## config.mk

```make
export PLATFORM = sky130hd
export DESIGN_NAME = drawer_pulse_ctrl
export DESIGN_NICKNAME = d
export VERILOG_FILES = /design/src/rtl/drawer_pulse_ctrl.sv
export SDC_FILE = /design/constraint.sdc
export NUM_CORES = 1
export LEC_CHECK = 0
export ABC_AREA = 1
export BUFFER_PORTS_ARGS = -buffer_cell sky130_fd_sc_hd__buf_2
export CAP_MARGIN = 20
export CORE_MARGIN = 2
export CORE_UTILIZATION = 57
export DETAILED_ROUTE_END_ITERATION = 10
export PLACE_DENSITY_LB_ADDON = 0.3
export SLEW_MARGIN = 20
export SYNTH_ARGS = -nofsm -noshare
export SYNTH_HDL_FRONTEND = slang
export SYNTH_SLANG_ARGS = --single-unit
```

## constraint.sdc

```tcl
create_clock -name clk -period 1.79 [get_ports clk]
set_clock_uncertainty 0.05 [all_clocks]
set_input_delay 0.179 -clock clk [delete_from_list [all_inputs] [get_ports clk]]
set_output_delay 0.179 -clock clk [all_outputs]
set_load 0.005 [all_outputs]
```

## src/rtl/drawer_pulse_ctrl.sv

```systemverilog
module drawer_pulse_ctrl #(
  parameter int CLK_HZ       = 125_000_000,
  parameter int PULSE_CYCLES = 5_625_000,
  parameter int NUM_OUT      = 4,
  parameter int NUM_REAL     = 2,
  localparam int IDX_W       = $clog2(NUM_OUT),
  localparam int CNT_W       = $clog2(PULSE_CYCLES + 1)
) (
  input  logic               clk,
  input  logic               rst_n,
  input  logic               wr_en,
  input  logic [IDX_W-1:0]   wr_idx,
  input  logic               pfail,
  input  logic [NUM_OUT-1:0] sense,
  output logic [NUM_OUT-1:0] drive,
  output logic               busy,
  output logic               err,
  output logic               any_open
);

  localparam longint MIN_CYC = longint'(CLK_HZ) * 40 / 1000;
  localparam longint MAX_CYC = longint'(CLK_HZ) * 50 / 1000;
  localparam logic [IDX_W:0]   REAL_LIM = NUM_REAL[IDX_W:0];
  localparam logic [CNT_W-1:0] LOAD_VAL = CNT_W'(PULSE_CYCLES - 1);

  if (longint'(PULSE_CYCLES) < MIN_CYC || longint'(PULSE_CYCLES) > MAX_CYC) begin : g_len_bad
    $error("drawer_pulse_ctrl: PULSE_CYCLES outside 40..50 ms window");
  end

  logic             active_q;
  logic [CNT_W-1:0] left_q;
  logic [IDX_W-1:0] sel_q;
  logic             err_q;

  wire is_real = {1'b0, wr_idx} < REAL_LIM;
  wire accept  = wr_en & ~active_q & ~pfail & is_real;
  wire reject  = wr_en & ~accept;

  always_ff @(posedge clk or negedge rst_n) begin
    if (!rst_n) begin
      active_q <= 1'b0;
      left_q   <= '0;
      sel_q    <= '0;
      err_q    <= 1'b0;
    end else begin
      err_q <= reject;
      if (pfail) begin
        active_q <= 1'b0;
      end else if (accept) begin
        active_q <= 1'b1;
        left_q   <= LOAD_VAL;
        sel_q    <= wr_idx;
      end else if (active_q) begin
        if (left_q == '0) active_q <= 1'b0;
        else              left_q   <= left_q - 1'b1;
      end
    end
  end

  for (genvar i = 0; i < NUM_OUT; i++) begin : g_drv
    assign drive[i] = active_q & ~pfail & (sel_q == IDX_W'(i));
  end

  assign busy     = active_q;
  assign err      = err_q;
  assign any_open = |sense;

endmodule

```

==> metrics.txt <==
dpl ws=-0.00590 ns; max-cap viol count=0; startpoint types=flip-flop; syn_nets=268; 1st-iter DRT viols=84; GRT Total Usage=0.245; EDFF count, synth=0; grt ovf=0; ant diodes=0; first-pass GRT wire length=6.57 mm; Placed Cells=315; Fill cells=261; status=complete, no violations; chip height=59.7 µm; Worst Setup End Kind=flip-flop; register area=a little under 700 µm²; cell area power density=1270 nW/µm²; delay-heaviest family, CP=simple AND/OR/NAND/NOR gates; worst vdd ir=0.739 mV; post-synthesis sequential area ratio=0.382; nets=a little over 300; clk buf depth=2; total CTS buffers=3; crit path cell chain=inv_1 > ha_1 > nand2_2 > nor2_2 > nand3_4 > nand2_4 > nand2_8 > buf_4 > o21ai_2; TNS Setup=0 ns; Reg-to-Reg Start=left_q[0]; Finish-stage setup viols=0; Syn-to-layout area delta=15.9%; Yosys cell types=25; Static Leak=1.09 nW; worst slew pin tran=0.614 ns; pin count of the biggest net entering global routing=28; PnR worst setup slack=0.114 ns; via/cell ratio=5.26; crit path launch=left_q[0]; worst path arrival time=1.91 ns; commonest non-fill, non-tap cell in the layout=nand2_1; Port Buf Inserts=16; most used flip-flop cell after synthesis=dfrtp_1; Row Count=20; Clk Tree Root Cell=clkbuf_4; slowest cell on the critical path=dfrtp_1; DR WL/cell=between 10 and 15 µm; clock period minus worst slack=1.68 ns; CP Class=reg -> reg; via count=1700; Hold Path Class=in -> reg; vias in the first global route=1536; layout cells sized above 1=0.203; Rel. slew slack=0.591; syn avg cell area=around 6.9 µm²; Worst EP required=2.02 ns; Clock Latency Late Sink=0.34 ns; post-synthesis async set-or-reset flop share=1.00; DRC=0; Sink Count=27; H-tree levels=1; max-slew violation count=0; Core Region=3000 µm²; max frequency=597 MHz; die area=3560 µm²; HPWL Detailed=2.92 mm; CTS tree=yes; CP max FO=22; Post-Syn Area=1770 µm²; Initial Util=0.589; synth warn=0; final hold viol count=0; unrepaired setup endpoints after global routing=yes; commonest cells after routing, fill and taps aside=nand2_1, nor2_1, inv_1, dfrtp_1, nand3_1; drt total wl=3.91 mm; Reg clk slew, reported paths=0.15 ns; non-filler cells, final=323; initial antenna violation count=0; Multi-input gate area=966 µm²; crit path buf inv count=2; CP max stage delay=0.43 ns; Worst Min Path Start=pfail; Mapped Cells=roughly 260; Yosys reg bits=27; Final Wtd Congestion=approximately 0.9; ANT nets after route=0; I/O Pins=17; period utilisation layout=0.937; DIE WIDTH=59.7 µm; DRT Pass-1 Iters=4
what timing repair did:
action                     in CTS  in global routing
hold endpoints to repair       29                  0
buffers inserted                0                  1
pin swaps                       0                  1
hold buffers                    3                  0
gates resized for setup         1                  7
setup endpoints to repair      12                 24
final timing paths:
check | to | slack, ns | depth (start not counted)
worst max register to register | left_q[15] | 0.11 | 9
worst max-delay path | left_q[15] | 0.11 | 9
max in group asynchronous | left_q[15] | 0.98 | 2
worst min-delay path | left_q[2] | 0.21 | 5
worst min register to register | left_q[22] | 0.51 | 2
min in group asynchronous | left_q[6] | 0.31 | 2
routing by layer:
metal	track usage	up-vias	routed length, µm
met3	0.0303	11	153
met4	0.0825	0	96
met1	0.326	758	1900
met5	0	-	0
met2	0.411	45	1750
li1	-	886	-
where the power goes:
part           switching (mW)  internal (mW)  total (mW)
Clock                   0.192         0.0858       0.278
Combinational           0.850          0.558        1.41
Sequential              0.152          0.769       0.921
metrics by stage:
step                      hold slack [ns]  utilization  total power [mW]  instance area (µm²)
after detailed placement            0.175        0.650              2.27                 1950
after floorplan                    -0.167            -              1.87                 1770
after global placement              0.174        0.650              2.25                 1950
after global routing                0.236        0.683              2.85                 2050
after CTS                           0.198        0.671              2.56                 2020
final                               0.213        0.683              2.61                 2050
Yosys cell counts, types with 2 or more instances:
library cell | number | share of area
buf_6 | 3 | 0.019
nand2_1 | 81 | 0.17
nand2_4 | 2 | 0.013
nand4_1 | 12 | 0.042
dfrtp_1 | 27 | 0.38
o21ai_0 | 5 | 0.014
nand2_2 | 2 | 0.0071
o21ai_2 | 8 | 0.040
nor2_2 | 3 | 0.011
xor2_1 | 3 | 0.015
nor2_1 | 42 | 0.089
inv_1 | 28 | 0.059
nor3_1 | 4 | 0.011
nand3_1 | 26 | 0.074
sequential cells by signal (all words and copies together) (netlist names):
register / flops
busy: 1
err: 1
left_q: 23
sel_q: 2
final cells by class:
class	instances	area share
multi-input combinational	196	0.471
sequential	27	0.330
timing repair buffer	34	0.109
inverter	29	0.0556
tap	33	0.0201
clock buffer	3	0.0110
clock inverter	1	0.00366
worst reg2reg max path: stages, from the launching register on:
cell and delay (ns):
dfrtp_1 0.43, inv_1 0.10, ha_1 0.18, nand2_2 0.07, nor2_2 0.15, nand3_4 0.10
nand2_4 0.12, nand2_8 0.14, buf_4 0.18, o21ai_2 0.10
kinds of logic (layout without fill, tap and decap cells):
kind of cell,after synthesis,count (layout),synth area share
simple gates,177,177,0.447
xor+xnor,4,4,0.0198
buf+inv,34,67,0.0863
flops,27,27,0.382
fa+ha+maj,1,1,0.00708
compound gates,14,14,0.0580
Power figures use the tool's default switching activity.
